$ cat src/rtl/vs_arb_pkg.sv
package vs_arb_pkg;
    localparam int PRIO_W = 8;
    localparam int CMP_W  = PRIO_W + 1;
    localparam int IID_W  = 12;
    localparam logic [IID_W-1:0] EXT_IID = IID_W'(9);
    localparam logic [CMP_W-1:0] EXT_DEFAULT_PRIO = CMP_W'(256);
    localparam logic [PRIO_W-1:0] PRIO_MAX = '1;

    typedef struct packed {
        logic              vld;
        logic [IID_W-1:0]  iid;
        logic [CMP_W-1:0]  prio;
    } cand_t;

    typedef struct packed {
        logic [IID_W-1:0]  iid;
        logic [PRIO_W-1:0] prio;
    } topi_t;
endpackage

$ cat src/rtl/vs_pend_pick.sv
module vs_pend_pick
    import vs_arb_pkg::*;
#(
    parameter int NIRQ  = 16,
    localparam int IDX_W = $clog2(NIRQ)
) (
    input  logic [NIRQ-1:0]        pend,
    input  logic [NIRQ-1:0]        en,
    input  logic [NIRQ*PRIO_W-1:0] iprio,
    output logic                   found,
    output logic [IDX_W-1:0]       idx,
    output logic [PRIO_W-1:0]      prio
);
    logic [NIRQ-1:0] live;
    assign live = pend & en;

    always_comb begin
        found = 1'b0;
        idx   = '0;
        prio  = '0;
        // identity 0 never takes part; scan upward so ties keep the lower id
        for (int i = 1; i < NIRQ; i++) begin
            if (live[i] && (!found || (iprio[i*PRIO_W +: PRIO_W] < prio))) begin
                found = 1'b1;
                idx   = IDX_W'(i);
                prio  = iprio[i*PRIO_W +: PRIO_W];
            end
        end
    end
endmodule

$ cat src/rtl/vs_cand_gather.sv
module vs_cand_gather
    import vs_arb_pkg::*;
#(
    parameter int GSW   = 6,
    parameter int IDX_W = 4
) (
    input  logic [GSW-1:0]      gsel_idx,
    input  logic [GSW-1:0]      gext_count,
    input  logic [2**GSW-1:0]   gext_pend,
    input  logic                ext_pend,
    input  logic                ext_en,
    input  logic [IID_W-1:0]    ctl_iid,
    input  logic [PRIO_W-1:0]   ctl_prio,
    input  logic                ctl_inject,
    input  logic [PRIO_W-1:0]   file_top_prio,
    input  logic                pick_found,
    input  logic [IDX_W-1:0]    pick_idx,
    input  logic [PRIO_W-1:0]   pick_prio,
    output cand_t               ext_c,
    output cand_t               oth_c
);
    logic sel_live;
    assign sel_live = (gext_pend[gsel_idx] | ext_pend) & ext_en & (gsel_idx <= gext_count);

    always_comb begin
        ext_c = '0;
        if (gsel_idx != '0) begin
            if (sel_live) begin
                ext_c.vld  = 1'b1;
                ext_c.iid  = EXT_IID;
                ext_c.prio = (file_top_prio != '0) ? CMP_W'(file_top_prio) : EXT_DEFAULT_PRIO;
            end
        end else if (ctl_iid == EXT_IID && ctl_prio != '0) begin
            ext_c.vld  = 1'b1;
            ext_c.iid  = EXT_IID;
            ext_c.prio = CMP_W'(ctl_prio);
        end
    end

    always_comb begin
        oth_c = '0;
        if (ctl_inject) begin
            if (ctl_iid != EXT_IID) begin
                oth_c.vld  = 1'b1;
                oth_c.iid  = ctl_iid;
                oth_c.prio = CMP_W'(ctl_prio);
            end
        end else if (pick_found && IID_W'(pick_idx) != EXT_IID) begin
            oth_c.vld  = 1'b1;
            oth_c.iid  = IID_W'(pick_idx);
            oth_c.prio = CMP_W'(pick_prio);
        end
    end
endmodule

$ cat src/rtl/vs_topi_arb.sv
module vs_topi_arb
    import vs_arb_pkg::*;
#(
    parameter int NIRQ = 16,
    parameter int GSW  = 6
) (
    input  logic                   clk,
    input  logic                   rst_n,
    input  logic [GSW-1:0]         gsel_idx,
    input  logic [GSW-1:0]         gext_count,
    input  logic [2**GSW-1:0]      gext_pend,
    input  logic [NIRQ-1:0]        vs_pend,
    input  logic [NIRQ-1:0]        vs_en,
    input  logic [NIRQ*8-1:0]      iprio,
    input  logic [11:0]            ctl_iid,
    input  logic [7:0]             ctl_prio,
    input  logic                   ctl_inject,
    input  logic                   ctl_prio_mode,
    input  logic [7:0]             file_top_prio,
    output logic [31:0]            topi_word
);
    localparam int IDX_W = $clog2(NIRQ);

    logic              pick_found;
    logic [IDX_W-1:0]  pick_idx;
    logic [PRIO_W-1:0] pick_prio;
    cand_t             ext_c, oth_c, win_c;
    topi_t             res_d, res_q;

    vs_pend_pick #(.NIRQ(NIRQ)) u_pick (
        .pend  (vs_pend),
        .en    (vs_en),
        .iprio (iprio),
        .found (pick_found),
        .idx   (pick_idx),
        .prio  (pick_prio)
    );

    vs_cand_gather #(.GSW(GSW), .IDX_W(IDX_W)) u_gather (
        .gsel_idx      (gsel_idx),
        .gext_count    (gext_count),
        .gext_pend     (gext_pend),
        .ext_pend      (vs_pend[9]),
        .ext_en        (vs_en[9]),
        .ctl_iid       (ctl_iid),
        .ctl_prio      (ctl_prio),
        .ctl_inject    (ctl_inject),
        .file_top_prio (file_top_prio),
        .pick_found    (pick_found),
        .pick_idx      (pick_idx),
        .pick_prio     (pick_prio),
        .ext_c         (ext_c),
        .oth_c         (oth_c)
    );

    always_comb begin
        // strict compare: equal priorities leave the external candidate in place
        win_c = ext_c;
        if (oth_c.vld && (!ext_c.vld || oth_c.prio < ext_c.prio)) begin
            win_c = oth_c;
        end

        res_d = '0;
        if (win_c.vld && win_c.iid != '0) begin
            res_d.iid = win_c.iid;
            if (ctl_prio_mode) begin
                if (win_c.prio > CMP_W'(PRIO_MAX)) begin
                    res_d.prio = PRIO_MAX;
                end else if (win_c.prio == '0 && win_c.iid > EXT_IID) begin
                    res_d.prio = PRIO_MAX;
                end else begin
                    res_d.prio = win_c.prio[PRIO_W-1:0];
                end
            end else begin
                res_d.prio = PRIO_W'(1);
            end
        end
    end

    always_ff @(posedge clk) begin
        if (!rst_n) begin
            res_q <= '0;
        end else begin
            res_q <= res_d;
        end
    end

    assign topi_word = {4'd0, res_q.iid, 8'd0, res_q.prio};
endmodule

$ cat config.mk
export PLATFORM = sky130hd
export DESIGN_NAME = vs_topi_arb
export DESIGN_NICKNAME = d
export VERILOG_FILES = /design/src/rtl/vs_arb_pkg.sv /design/src/rtl/vs_pend_pick.sv /design/src/rtl/vs_cand_gather.sv /design/src/rtl/vs_topi_arb.sv
export SDC_FILE = /design/constraint.sdc
export NUM_CORES = 1
export LEC_CHECK = 0
export BUFFER_PORTS_ARGS = -buffer_cell sky130_fd_sc_hd__buf_4
export CAP_MARGIN = 30
export CORE_ASPECT_RATIO = 0.5
export CORE_MARGIN = 2
export CORE_UTILIZATION = 46
export DETAILED_ROUTE_END_ITERATION = 10
export GPL_TIMING_DRIVEN = 0
export HOLD_SLACK_MARGIN = 0.08
export PLACE_DENSITY_LB_ADDON = 0.1
export SLEW_MARGIN = 10
export SYNTH_ARGS = -nofsm -noshare
export SYNTH_HDL_FRONTEND = slang
export SYNTH_SLANG_ARGS = --single-unit
$ cat constraint.sdc
create_clock -name clk -period 33.1 [get_ports clk]
set_input_delay 3.31 -clock clk [delete_from_list [all_inputs] [get_ports clk]]
set_output_delay 3.31 -clock clk [all_outputs]
set_load 0.02 [all_outputs]
## Word-level counts from Yosys, hierarchy flattened

Cells that the tools add are included.

- Bitwise operators: 4
- Reduce and logical (&&, ||, !) cells: 56
- Multiplexer cells: 58
- Equality and inequality tests: 3
- $lt $le $gt $ge: 19

Operators by type and width:

| cell | count |
|---|---|
| 2-to-1 mux 22 bit | 7 |
| 2-to-1 mux 8 bit | 17 |
| less-than comparator 8 bit | 14 |
| 2-to-1 mux 4 bit | 8 |
| logical AND 1 bit | 19 |
| 2-to-1 mux 1 bit | 18 |
| bitwise AND 16 bit | 1 |
| nonzero test 8 bit | 2 |
| logical NOT 1 bit | 15 |
| logical OR 1 bit | 15 |
| equality test 12 x 4 -> 1 bit (second input constant) | 1 |
| > comparator 12 x 4 -> 1 bit (second input constant) | 1 |
| 2-to-1 mux 3 bit | 4 |
| != test 12 x 4 -> 1 bit (second input constant) | 1 |
| nonzero test 12 bit | 1 |
| > comparator 9 x 8 -> 1 bit (second input constant) | 1 |
| logical NOT 9 bit | 1 |
| less-than comparator 9 bit | 1 |
| 2-to-1 mux 9 bit | 1 |
| less-than comparator 6 x 7 -> 1 bit (second input constant) | 1 |
| binary-select mux 1 bit (select 6 bit) | 1 |
| less-or-equal comparator 6 bit | 1 |
| nonzero test 6 bit | 1 |
| 2-to-1 mux 2 bit | 2 |
| 5 further kinds | 6 |

- Input port bits: 268
- Output and inout port bits: 32
- Flip-flop bits (word level): 20
- Logic and storage cells: 143

## Longest topological paths before layout

Gate-level depths: netlist (run 1).

- Word-level depth: 71
- Gate-level depth with buffers: 175
- Gate-level depth less buffers: 159

## Cells and area by module

From an unflattened synthesis (run 1), not the netlist that was laid out.

- Cell total of the unflattened synthesis: 1040
- Area total of the unflattened synthesis: 7624.8 um2

By module, submodules not included:

| module | area each (um2) | sequential area each (um2) | cells an instance | times used |
|---|---|---|---|---|
| vs_pend_pick | 5112.4 | 0.0 | 739 | 1 |
| vs_topi_arb | 1260.0 | 400.4 | 156 | 1 |
| vs_cand_gather | 1252.5 | 0.0 | 145 | 1 |

## Least setup slack after synthesis (run 1)

Ideal clock, no wire load.

- Path kind: input -> register
- From: input port vs_pend[1]
- To: register res_q, in the netlist topi_word[0]
- Cell stages on the path: 164
- Path slack: 0.842 ns
- Buffers on the path: 16
- Setup time: 0.081 ns
- Required time: 33.019 ns
- Arrival: 32.178 ns
- Cells stage by stage: and2_1 buf_2 nand2_1 ha_1 a211oi_1 nand2_1 o21ai_0 a21oi_1 nor2_1 clkbuf_1 nand2_1 o21ai_0 inv_1 ha_1 a21oi_1 o221ai_1 a21o_1 o41ai_4 (+128 left out) a211o_1 o21a_2 buf_4 mux2i_1 a22o_1 ha_1 a21o_1 a21o_1 a21oi_1 nor2b_1 o21ai_0 nand2b_1 a21oi_1 o2111ai_1 and2_1 or4_1 buf_2 a41oi_1

- Cells in the longest elaborated chain, start to end: 71
- Elaborated cells on any way between the ends: 120
- Those cells by class: order compare: 17; eq/ne: 1; mux: 51; bitwise: 1; reduce/logical: 50

RTL lines:

| what | RTL line | source |
|---|---|---|
| start, declared | vs_topi_arb.sv:12 | `input logic [NIRQ-1:0] vs_pend,` |
| bitwise AND 16 bit * | vs_pend_pick.sv:15 | `assign live = pend & en;` |
| 2-to-1 mux 8 bit / 2-to-1 mux 1 bit (equally long branches) | vs_pend_pick.sv:23 | `if (live[i] && (!found \|\| (iprio[i*PRIO_W +: PRIO_W] < prio))) begin` |
| less-than comparator 8 bit / logical NOT 1 bit (equally long branches) | vs_pend_pick.sv:23 |  |
| logical OR 1 bit | vs_pend_pick.sv:23 |  |
| logical AND 1 bit | vs_pend_pick.sv:23 |  |
| 2-to-1 mux 8 bit / 2-to-1 mux 1 bit (equally long branches) | vs_pend_pick.sv:23 |  |
| less-than comparator 8 bit / logical NOT 1 bit (equally long branches) | vs_pend_pick.sv:23 |  |
| logical OR 1 bit | vs_pend_pick.sv:23 |  |
| (+55 left out) | -- |  |
| logical OR 1 bit | vs_topi_arb.sv:59 | `if (oth_c.vld && (!ext_c.vld \|\| oth_c.prio < ext_c.prio)) begin` |
| logical AND 1 bit | vs_topi_arb.sv:59 |  |
| 2-to-1 mux 22 bit * | vs_topi_arb.sv:59 |  |
| > comparator 12 x 4 -> 1 bit / logical NOT 9 bit (equally long branches) | vs_topi_arb.sv:69 | `end else if (win_c.prio == '0 && win_c.iid > EXT_IID) begin` |
| logical AND 1 bit | vs_topi_arb.sv:69 |  |
| 2-to-1 mux 8 bit | vs_topi_arb.sv:69 |  |
| 2-to-1 mux 8 bit | vs_topi_arb.sv:67 | `if (win_c.prio > CMP_W'(PRIO_MAX)) begin` |
| 2-to-1 mux 1 bit | vs_topi_arb.sv:66 | `if (ctl_prio_mode) begin` |
| end signal, assigned | vs_topi_arb.sv:84 | `res_q <= res_d;` |
| end, declared | vs_topi_arb.sv:28 | `topi_t res_d, res_q;` |

Mark *: on every way between the ends. The rest lies on a longest branch, timed or not.
A chain may end at the register's enable or synchronous reset.

## Worst setup path after layout (run 1)

- From: input port vs_pend[1]
- To: register res_q, in the netlist topi_word[3]

- Cells in the longest elaborated chain, start to end: 70
- Elaborated cells on any way between the ends: 119
- Those cells by class: order compare: 17; eq/ne: 1; mux: 50; bitwise: 1; reduce/logical: 50

RTL lines:

| what | RTL line |
|---|---|
| bitwise AND 16 bit * | vs_pend_pick.sv:15 |
| 2-to-1 mux 8 bit / 2-to-1 mux 1 bit (equally long branches) | vs_pend_pick.sv:23 |
| less-than comparator 8 bit / logical NOT 1 bit (equally long branches) | vs_pend_pick.sv:23 |
| logical OR 1 bit | vs_pend_pick.sv:23 |
| logical AND 1 bit | vs_pend_pick.sv:23 |
| 2-to-1 mux 8 bit / 2-to-1 mux 1 bit (equally long branches) | vs_pend_pick.sv:23 |
| less-than comparator 8 bit / logical NOT 1 bit (equally long branches) | vs_pend_pick.sv:23 |
| logical OR 1 bit | vs_pend_pick.sv:23 |
| (+54 left out) | -- |
| less-than comparator 9 bit | vs_topi_arb.sv:59 |
| logical OR 1 bit | vs_topi_arb.sv:59 |
| logical AND 1 bit | vs_topi_arb.sv:59 |
| 2-to-1 mux 22 bit * | vs_topi_arb.sv:59 |
| > comparator 12 x 4 -> 1 bit / logical NOT 9 bit (equally long branches) | vs_topi_arb.sv:69 |
| logical AND 1 bit | vs_topi_arb.sv:69 |
| 2-to-1 mux 8 bit | vs_topi_arb.sv:69 |
| 2-to-1 mux 8 bit | vs_topi_arb.sv:67 |

Marks and branches as above.

==> impl_results.rst, run 1 <==
.. list-table::
   :header-rows: 1

   * - Metric
     - Value
   * - Run status
     - complete, no violations
   * - Instance count of the mapped netlist
     - 955
   * - Starting density of the core
     - 0.467
   * - Arrival time worst endpoint
     - 31930 ps
   * - Post-route ant nets
     - 0
   * - Final core area utilization
     - 0.701
   * - Number of sinks handled by clock tree synthesis
     - 20
   * - Max Transition Viols Final
     - 0
   * - Die outline area
     - 16600 um2
   * - Yosys cell types
     - 94
   * - Number of clock buffers inserted by TritonCTS
     - 3
   * - Wire length of the first global-routing pass
     - 40.6 mm
   * - Asr flop ratio synth
     - 0
   * - Max frequency
     - 31.5 MHz
   * - Yosys warning count
     - 0
   * - Post-synthesis sequential area ratio
     - 0.0561
   * - Last weighted congestion value of the routability-driven placer
     - 0.961
   * - Kind of capture point of the worst setup path
     - register
   * - Final setup viols
     - 0
   * - HPWL reported at the end of detailed placement
     - 22.0 mm
   * - Top delay family on crit path
     - compound AO/OA/AOI/OAI gates
   * - Avg Vias per Cell
     - 5.99
   * - Port Buffers
     - 274
   * - Largest net degree at the start of global routing
     - 13
   * - Slew HR
     - 0.397
   * - Post-layout net count
     - 1676
   * - TritonCTS clock tree
     - built
   * - Critical Setup Path Class
     - input pin to register
   * - Max capacitance violation total
     - 0
   * - CTS clock-pin slew for the worst setup and hold paths
     - 50 ps
   * - Post-layout power
     - 445 uW
   * - Flip-flop count of the largest register, all copies and words added
     - 20
   * - Summed instance area of the synthesized netlist
     - 7140 um2
   * - Synthesis-stage register bit count
     - 20
   * - Detailed-routing iteration count for the pre-antenna-repair pass
     - 5
   * - WL per Instance
     - 18.0 um
   * - Highest cell delay on the worst timing path
     - 520 ps
   * - Maximum ir drop on the vdd rail
     - 24.5 uV
   * - WL final
     - 27.2 mm
   * - Floorplan core area
     - 15300 um2
   * - Die height
     - 92.1 um
   * - Root buf cell
     - clkbuf_16
   * - I/O pin count
     - 300
   * - Most common cell type on the critical path
     - a21o_1
   * - Post-Syn Area per Cell
     - 7.48 um2
   * - Vias post-DR
     - 9055
   * - Initial drt markers
     - 522
   * - H-tree depth
     - 1
   * - Number of buffer and inverter instances along the worst setup path
     - 25
   * - Global route total overflow
     - 0
   * - Clock Path Buffers
     - 2
   * - Highest net fanout along the worst path
     - 10
   * - DRC violations left
     - 0
   * - GRT Total Usage
     - 0.293
   * - Antenna Cells
     - 0
   * - Standby leakage power
     - 0.00504 uW
   * - Worst Max-Slew Pin Slew
     - 904 ps
   * - Critical Path RT
     - 33270 ps
   * - Final hold violations
     - 0
   * - Worst hold path type
     - input pin to register
   * - Ratio of total power to cell area
     - 41.5 nW/um2
   * - Via count of the first global-routing pass
     - 8624
   * - Number of antenna violations at the first check in global routing
     - 0
   * - Number of inserted filler cells in the final layout
     - 1262
   * - Area growth from synthesis to layout
     - 50.2%
   * - Fraction of the cycle the final worst path needs
     - 0.959
   * - Layout cell share with drive strength beyond 1
     - 0.405
   * - Primary flip-flop cell chosen by synthesis mapping
     - dfxtp_1
   * - Worst path slowest cell
     - or4_1
   * - Final Critical Period
     - 31760 ps
   * - CP Launch Type
     - input pin
   * - Die X
     - 180 um
   * - Number of flops mapped to enable cells by yosys
     - 0
   * - Quantity of hold-fixing buffers added after cts
     - 0
   * - Standard-cell rows
     - 32
[cells in the final DEF, fill, tap and decap left out, types with 14 or more instances in the layout]
cell	Yosys	layout
a21oi_2	4	18
o21ai_0	63	49
nand2_1	93	91
mux2i_1	26	22
mux2_2	18	17
o21a_1	14	14
nand4_1	17	17
o21ai_1	15	24
nor2_1	67	57
a21oi_1	63	43
dfxtp_1	20	20
inv_1	70	69
a21o_1	34	34
mux4_2	21	21
nor3_1	17	15
ha_1	99	95
buf_4	16	350
[worst paths after layout]
path	depth (start not counted)	slack [ps]	from	to
hold / removal	2	3270	ctl_prio_mode	topi_word[0]
setup / recovery	165	1340	vs_pend[1]	topi_word[3]
[per-stage QoR]
step	hold WS (ps)	cell area (um2)	cells	setup TNS [ps]	setup WS, ps
final	3270	10700	1512	0	1340
after CTS	3260	9930	1461	0	40.3
after detailed placement	3530	9500	1444	-92350	-4770
after global routing	3280	10700	1512	-4420	-344
after global placement	3530	9500	1444	-77030	-4010
after floorplan	3430	7180	966	0	842
[routing by layer]
metal | vias up | GRT usage | routed length (um)
met3 | 76 | 0.0560 | 2070
li1 | 4352 | - | -
met5 | - | 0 | 0
met1 | 4234 | 0.364 | 11200
met2 | 393 | 0.516 | 13200
met4 | 0 | 0.0853 | 768
[timing repair]
action,in CTS,in global routing
setup endpoints to repair,20,20
cloned,0,3
setup buffers,13,47
pin swaps,11,43
resized for setup,68,95
[power breakdown]
group / internal [uW] / switching [uW]
Sequential: 27.0 / 0.781
Combinational: 180 / 204
Clock: 24.0 / 9.21
[cell type report]
type,instances,area (um2),share of cell area
plain buffers,42,310,0.0289
clock buffers,3,75.1,0.00700
clock inverters,1,30.0,0.00280
inverters,71,267,0.0248
multi-input cells,833,6860,0.639
flip-flops and latches,20,400,0.0373
well taps,204,255,0.0238
repair buffers,338,2530,0.236
[synth_stat cells (all sizes together), types with 13 or more instances]
cell type / n / share of area
a21o: 34 / 0.036
a21oi: 67 / 0.049
nand2: 93 / 0.049
clkbuf: 18 / 0.0095
inv: 71 / 0.037
buf: 24 / 0.025
nand3: 15 / 0.011
nor2: 71 / 0.039
and2: 13 / 0.012
o21ai: 78 / 0.055
nor3: 18 / 0.013
a31oi: 16 / 0.016
nand4: 17 / 0.015
ha: 99 / 0.17
and3: 14 / 0.013
o21a: 15 / 0.016
mux4: 21 / 0.066
mux2i: 26 / 0.036
mux2: 21 / 0.034
dfxtp: 20 / 0.056
[kinds of logic (layout without fill, tap and decap cells)]
| kind of cell | Yosys count | in the layout | synth area share |
|---|---|---|---|
| AO/OA/AOI/OAI | 350 | 350 | 0.349 |
| XOR/XNOR | 4 | 4 | 0.00491 |
| adder cells (fa/ha/maj) | 100 | 100 | 0.175 |
| buffers and inverters | 113 | 455 | 0.0715 |
| flip-flops | 20 | 20 | 0.0561 |
| multiplexers | 68 | 68 | 0.137 |
| other | 1 | 12 | 0.000525 |
| AND/OR/NAND/NOR | 299 | 299 | 0.206 |
Note: power is estimated with default switching activity, not from simulation.
==> run 2: changes to the inputs <==
Settings changed: CORE_UTILIZATION 46 to 47, SYNTH_HIERARCHICAL set to 1.
==> impl_results.rst, run 2 <==
.. list-table::
   :header-rows: 1

   * - Metric
     - Value
   * - Post-route setup TNS
     - 0 ps
   * - Die outline area
     - 17300 um2
   * - Worst hold path type
     - input pin to register
   * - WL per Instance
     - 16.4 um
   * - TritonCTS clock tree
     - built
   * - Last weighted congestion value of the routability-driven placer
     - 0.946
   * - Fraction of the cycle the final worst path needs
     - 0.959
   * - Post-DP Area
     - 10000 um2
   * - Yosys warning count
     - 6
   * - Standard-cell rows
     - 32
   * - Total non-filler cell area in the finished layout
     - 10800 um2
   * - Max capacitance violation total
     - 0
   * - Met2 global-route usage
     - 0.555
   * - Starting density of the core
     - 0.488
   * - Area growth from synthesis to layout
     - 41.9%
   * - Instance count of the mapped netlist
     - 1040
   * - Post-route ant nets
     - 0
   * - Die X
     - 184 um
   * - Final hold violations
     - 0
   * - Layout cell share with drive strength beyond 1
     - 0.361
   * - Root buf cell
     - clkbuf_16
   * - Number of buffer and inverter instances along the worst setup path
     - 26
   * - Critical Path RT
     - 33250 ps
   * - Post-Syn Area per Cell
     - 7.33 um2
   * - Kind of capture point of the worst setup path
     - register
   * - Synthesis-stage register bit count
     - 20
   * - Number of antenna violations at the first check in global routing
     - 0
   * - Clock Path Buffers
     - 2
   * - Area leader, netlist
     - ha_1
   * - Worst Hold Margin
     - 3420 ps
   * - Worst Max-Slew Pin Slew
     - 1080 ps
   * - Max frequency
     - 31.5 MHz
   * - Gr busiest metal
     - met2
   * - Summed instance area of the synthesized netlist
     - 7620 um2
   * - Arrival time worst endpoint
     - 31890 ps
   * - CTS clock-pin slew for the worst setup and hold paths
     - 50 ps
   * - Post-layout net count
     - 1733
   * - Leading cell types in the layout, fill and taps excluded
     - buf_4, ha_1, inv_1
   * - I/O pin count
     - 300
   * - Yosys cell types
     - 106
   * - Maximum ir drop on the vdd rail
     - 27.7 uV
   * - Via count of the first global-routing pass
     - 8733
   * - Largest net degree at the start of global routing
     - 12
   * - Leading cell types by count after synthesis
     - ha_1, nand2_1, inv_1, a21oi_1, nor2_1
   * - Final setup viols
     - 0
   * - Post-synthesis sequential area ratio
     - 0.0525
   * - Count of placed standard cells in the final layout, fillers left out
     - 1569
   * - Initial drt markers
     - 453
   * - Number of clock buffers inserted by TritonCTS
     - 3
   * - Max Transition Viols Final
     - 0
   * - Number of sinks handled by clock tree synthesis
     - 20
   * - Antenna Cells
     - 0
   * - Flip-flop count of the largest register, all copies and words added
     - 20
   * - Asr flop ratio synth
     - 0
   * - DRC violations left
     - 0
   * - Grt met3 use
     - 0.0190
   * - Primary flip-flop cell chosen by synthesis mapping
     - dfxtp_1
   * - Die height
     - 94.1 um
   * - Worst Setup Slack post-DPL
     - -2800 ps
   * - H-tree depth
     - 1
   * - Area contributors post-synth
     - ha_1, mux2i_1, a21oi_1, dfxtp_1, nand2_1
   * - Slew HR
     - 0.275
   * - Run status
     - complete, no violations
   * - WL final
     - 25.8 mm
   * - Final Critical Period
     - 31740 ps
   * - Standby leakage power
     - 0.00525 uW
   * - Top delay family on crit path
     - compound AO/OA/AOI/OAI gates
   * - Port Buffers
     - 276
   * - Vias post-DR
     - 9180
   * - Worst path slowest cell
     - or4b_1
   * - Worst setup path startpoint
     - vs_pend[1]
   * - Highest net fanout along the worst path
     - 10
   * - PnR worst setup slack
     - 1360 ps
   * - Wire length of the first global-routing pass
     - 39.9 mm
   * - Critical Setup Path Class
     - input pin to register
   * - Avg Vias per Cell
     - 5.85
   * - Highest cell delay on the worst timing path
     - 520 ps
   * - Detailed-routing iteration count for the pre-antenna-repair pass
     - 5
   * - HPWL reported at the end of detailed placement
     - 21.8 mm
   * - Commonest non-fill, non-tap cell in the layout
     - buf_4
   * - GRT Total Usage
     - 0.279
   * - Quantity of hold-fixing buffers added after cts
     - 0
   * - Met1 usage in global routing
     - 0.324
   * - Ratio of total power to cell area
     - 44.6 nW/um2
   * - Global route total overflow
     - 0
   * - # placed instances
     - 1541
   * - Floorplan core area
     - 15600 um2
   * - Share of Yosys cell area claimed by the top area cell type
     - 0.162
   * - Startpoint of the worst hold path
     - rst_n
   * - Number of flops mapped to enable cells by yosys
     - 0
   * - CP Launch Type
     - input pin
run 2: cell count changes after synthesis, moves of 10 or more:
cell / previous run / this run
nand3_1: 14 / 32
o21ai_1: 15 / 5
inv_1: 70 / 97
a21oi_1: 63 / 82
a32o_1: 0 / 12
mux2i_1: 26 / 50
buf_4: 16 / 27
o21ai_0: 63 / 40
a2bb2oi_1: 11 / 1
nor3_1: 17 / 30
mux4_2: 21 / 6
run 2: power by group:
group	internal (uW)	total [uW]	switching, uW
sequential	27.9	28.8	0.916
clock	18.4	26.0	7.61
combinational	192	427	235
run 2: metrics by stage:
stage	total power, uW	utilization
after floorplan	297	-
after global routing	523	0.693
after detailed placement	399	0.642
after CTS	435	0.655
after global placement	387	0.642
final	482	0.693
run 2: kinds of logic after synthesis:
| logic type | synth area share |
|---|---|
| compound gates | 0.313 |
| xor+xnor | 0.00230 |
| fa+ha+maj | 0.165 |
| buf+inv | 0.0957 |
| flops | 0.0525 |
| mux | 0.136 |
| other cells | 0.000985 |
| simple gates | 0.235 |
run 2: what timing repair did:
item / CTS / global route
gates cloned: 0 / 0
pin swaps: 1 / 21
setup endpoints to repair: 20 / 20
gates resized for setup: 26 / 110
buffers inserted: 3 / 21
run 2: path summary, 6_finish.rpt:
kind | depth (start not counted) | slack, ps | end
max | 148 | 1360 | topi_word[2]
min | 3 | 3420 | topi_word[19]
run 2: final cells by class:
| cell class | instances | area, um2 |
|---|---|---|
| Multi-Input combinational cell | 886 | 7040 |
| Buffer | 55 | 409 |
| Inverter | 100 | 375 |
| Timing Repair Buffer | 300 | 2250 |
| Fill cell | 1339 | 4800 |
| Clock buffer | 4 | 88.8 |
| Tap cell | 204 | 255 |
| Sequential cell | 20 | 400 |
run 2: per-layer routing:
metal | vias to the layer above | wire [um]
li1 | 4533 | -
met4 | 0 | 459
met5 | - | 0
met3 | 54 | 1320
met1 | 4257 | 10700
met2 | 336 | 13300
run 2: tightest hold or removal path, delay by kind of cell:
kind / cells / cell delay, ps
AO/OA/AOI/OAI: 2 / 180
buffers and inverters: 1 / 110
==> run 3: changes to the inputs <==
Settings changed: CORE_UTILIZATION 47 to 39.
==> impl_results.rst, run 3 (synthesis results as in run 2) <==
.. list-table::
   :header-rows: 1

   * - Metric
     - Value
   * - Most common cell type on the critical path
     - a21o_1
   * - CTS clock-pin slew for the worst setup and hold paths
     - 50 ps
   * - WL final
     - 26.5 mm
   * - Kind of capture point of the worst setup path
     - register
   * - Max Transition Viols Final
     - 0
   * - Largest net degree at the start of global routing
     - 18
   * - Layout cell share with drive strength beyond 1
     - 0.351
   * - Post-route ant nets
     - 0
   * - HPWL reported at the end of detailed placement
     - 22.8 mm
   * - Wire length of the first global-routing pass
     - 40.9 mm
   * - Vias post-DR
     - 8971
   * - Highest net fanout along the worst path
     - 13
   * - Last weighted congestion value of the routability-driven placer
     - 0.908
   * - Worst Max-Slew Pin Slew
     - 917 ps
   * - Die height
     - 103 um
   * - Initial drt markers
     - 419
   * - Root buf cell
     - clkbuf_16
   * - Critical Path RT
     - 33250 ps
   * - Antenna Cells
     - 0
   * - Critical Setup Path Class
     - input pin to register
   * - Highest cell delay on the worst timing path
     - 600 ps
   * - Standby leakage power
     - 0.00518 uW
   * - Worst Hold Margin
     - 3400 ps
   * - Flip-flop count of the largest register, all copies and words added
     - 20
   * - Die outline area
     - 20800 um2
   * - I/O pin count
     - 300
   * - Detailed-routing iteration count for the pre-antenna-repair pass
     - 5
   * - Number of sinks handled by clock tree synthesis
     - 20
   * - CP Launch Type
     - input pin
   * - Die X
     - 202 um
   * - Ratio of total power to cell area
     - 43.7 nW/um2
   * - Area growth from synthesis to layout
     - 40.9%
   * - Avg Vias per Cell
     - 5.53
   * - FF/Latch Area
     - 400 um2
   * - Startpoint of the worst hold path
     - rst_n
   * - Commonest non-fill, non-tap cell in the layout
     - buf_4
   * - Final hold violations
     - 0
   * - Post-route setup TNS
     - 0 ps
   * - Run status
     - complete, no violations
   * - DRC violations left
     - 0
   * - Floorplan core area
     - 19300 um2
   * - Final Critical Period
     - 31650 ps
   * - Arrival time worst endpoint
     - 31800 ps
   * - Final core area utilization
     - 0.556
   * - Number of antenna violations at the first check in global routing
     - 0
   * - PnR worst setup slack
     - 1450 ps
   * - Worst path slowest cell
     - or4_4
   * - TritonCTS clock tree
     - built
   * - Area of the multi-input gates
     - 6980 um2
   * - Number of inserted filler cells in the final layout
     - 1891
   * - Slew HR
     - 0.386
   * - Clock Path Buffers
     - 2
   * - Standard-cell rows
     - 36
   * - Leading cell types in the layout, fill and taps excluded
     - buf_4, ha_1, inv_1
   * - Final setup viols
     - 0
   * - Worst hold path type
     - input pin to register
   * - Global route total overflow
     - 0
   * - Post-layout net count
     - 1724
   * - Starting density of the core
     - 0.395
   * - Fraction of the cycle the final worst path needs
     - 0.956
   * - Destination of the worst hold path
     - topi_word[19]
   * - WL per Instance
     - 16.3 um
   * - H-tree depth
     - 1
   * - GRT Total Usage
     - 0.237
   * - Number of clock buffers inserted by TritonCTS
     - 3
   * - Worst Setup Slack post-DPL
     - -2620 ps
   * - Maximum ir drop on the vdd rail
     - 15.8 uV
   * - Via count of the first global-routing pass
     - 8468
   * - Max capacitance violation total
     - 0
   * - Max frequency
     - 31.6 MHz
   * - Worst hold path stage count
     - 3
   * - Port Buffers
     - 276
run 3: cell count changes in the layout (fill, tap and decap cells not counted), sizes merged:
| cell | previous run | this run |
|---|---|---|
| clkbuf | 16 | 13 |
| buf | 343 | 336 |
run 3: final cells by class:
| type | instances | share of cell area |
|---|---|---|
| clock buffer | 3 | 0.00699 |
| sequential | 20 | 0.0373 |
| multi-input combinational | 886 | 0.649 |
| timing repair buffer | 292 | 0.204 |
| inverter | 100 | 0.0349 |
| buffer | 54 | 0.0363 |
| tap | 266 | 0.0310 |
run 3: where the power goes:
group,internal [uW],switching (uW),leakage (uW),total [uW]
Combinational,187,230,0.00498,417
Sequential,27.9,0.933,0.000165,28.9
Clock,15.9,7.75,0.0000370,23.6
run 3: metal layers:
layer	part of all wire	GRT usage	vias up
li1	-	-	4508
met1	0.45	0.311	4140
met2	0.48	0.431	283
met3	0.050	0.0190	40
met4	0.017	0.0526	0
met5	0	0	-
run 3: worst max-delay path, delay by kind of cell:
family	cells	cell delay, ps
adders and majority gates	15	4210
buffers and inverters	25	3390
AOI/OAI and AO/OA	63	12390
and+or+nand+nor	39	6760
muxes	6	1740
run 3: timing repair:
item	4_1_cts	5_1_grt
hold buffers	0	0
cloned	0	1
pin swaps	0	12
endpoints found under the setup margin	20	20
gates resized for setup	29	88
buffers inserted	1	14
run 3: worst max-delay path by stage:
stage / startpoint / endpoint
6_report: vs_pend[1] / topi_word[7]
5_1_grt: vs_pend[1] / topi_word[1]
4_1_cts: vs_pend[1] / topi_word[7]
3_5_place_dp: vs_pend[1] / topi_word[7]
3_3_place_gp: vs_pend[1] / topi_word[2]
2_1_floorplan: vs_pend[1] / topi_word[1]
run 3: per-stage QoR:
stage / cell area (um2) / std cells / power (uW)
global route: 10700 / 1621 / 514
floorplan: 7700 / 1061 / 297
finish: 10700 / 1621 / 469
global placement: 10100 / 1603 / 391
detailed placement: 10100 / 1603 / 400
CTS: 10300 / 1606 / 431
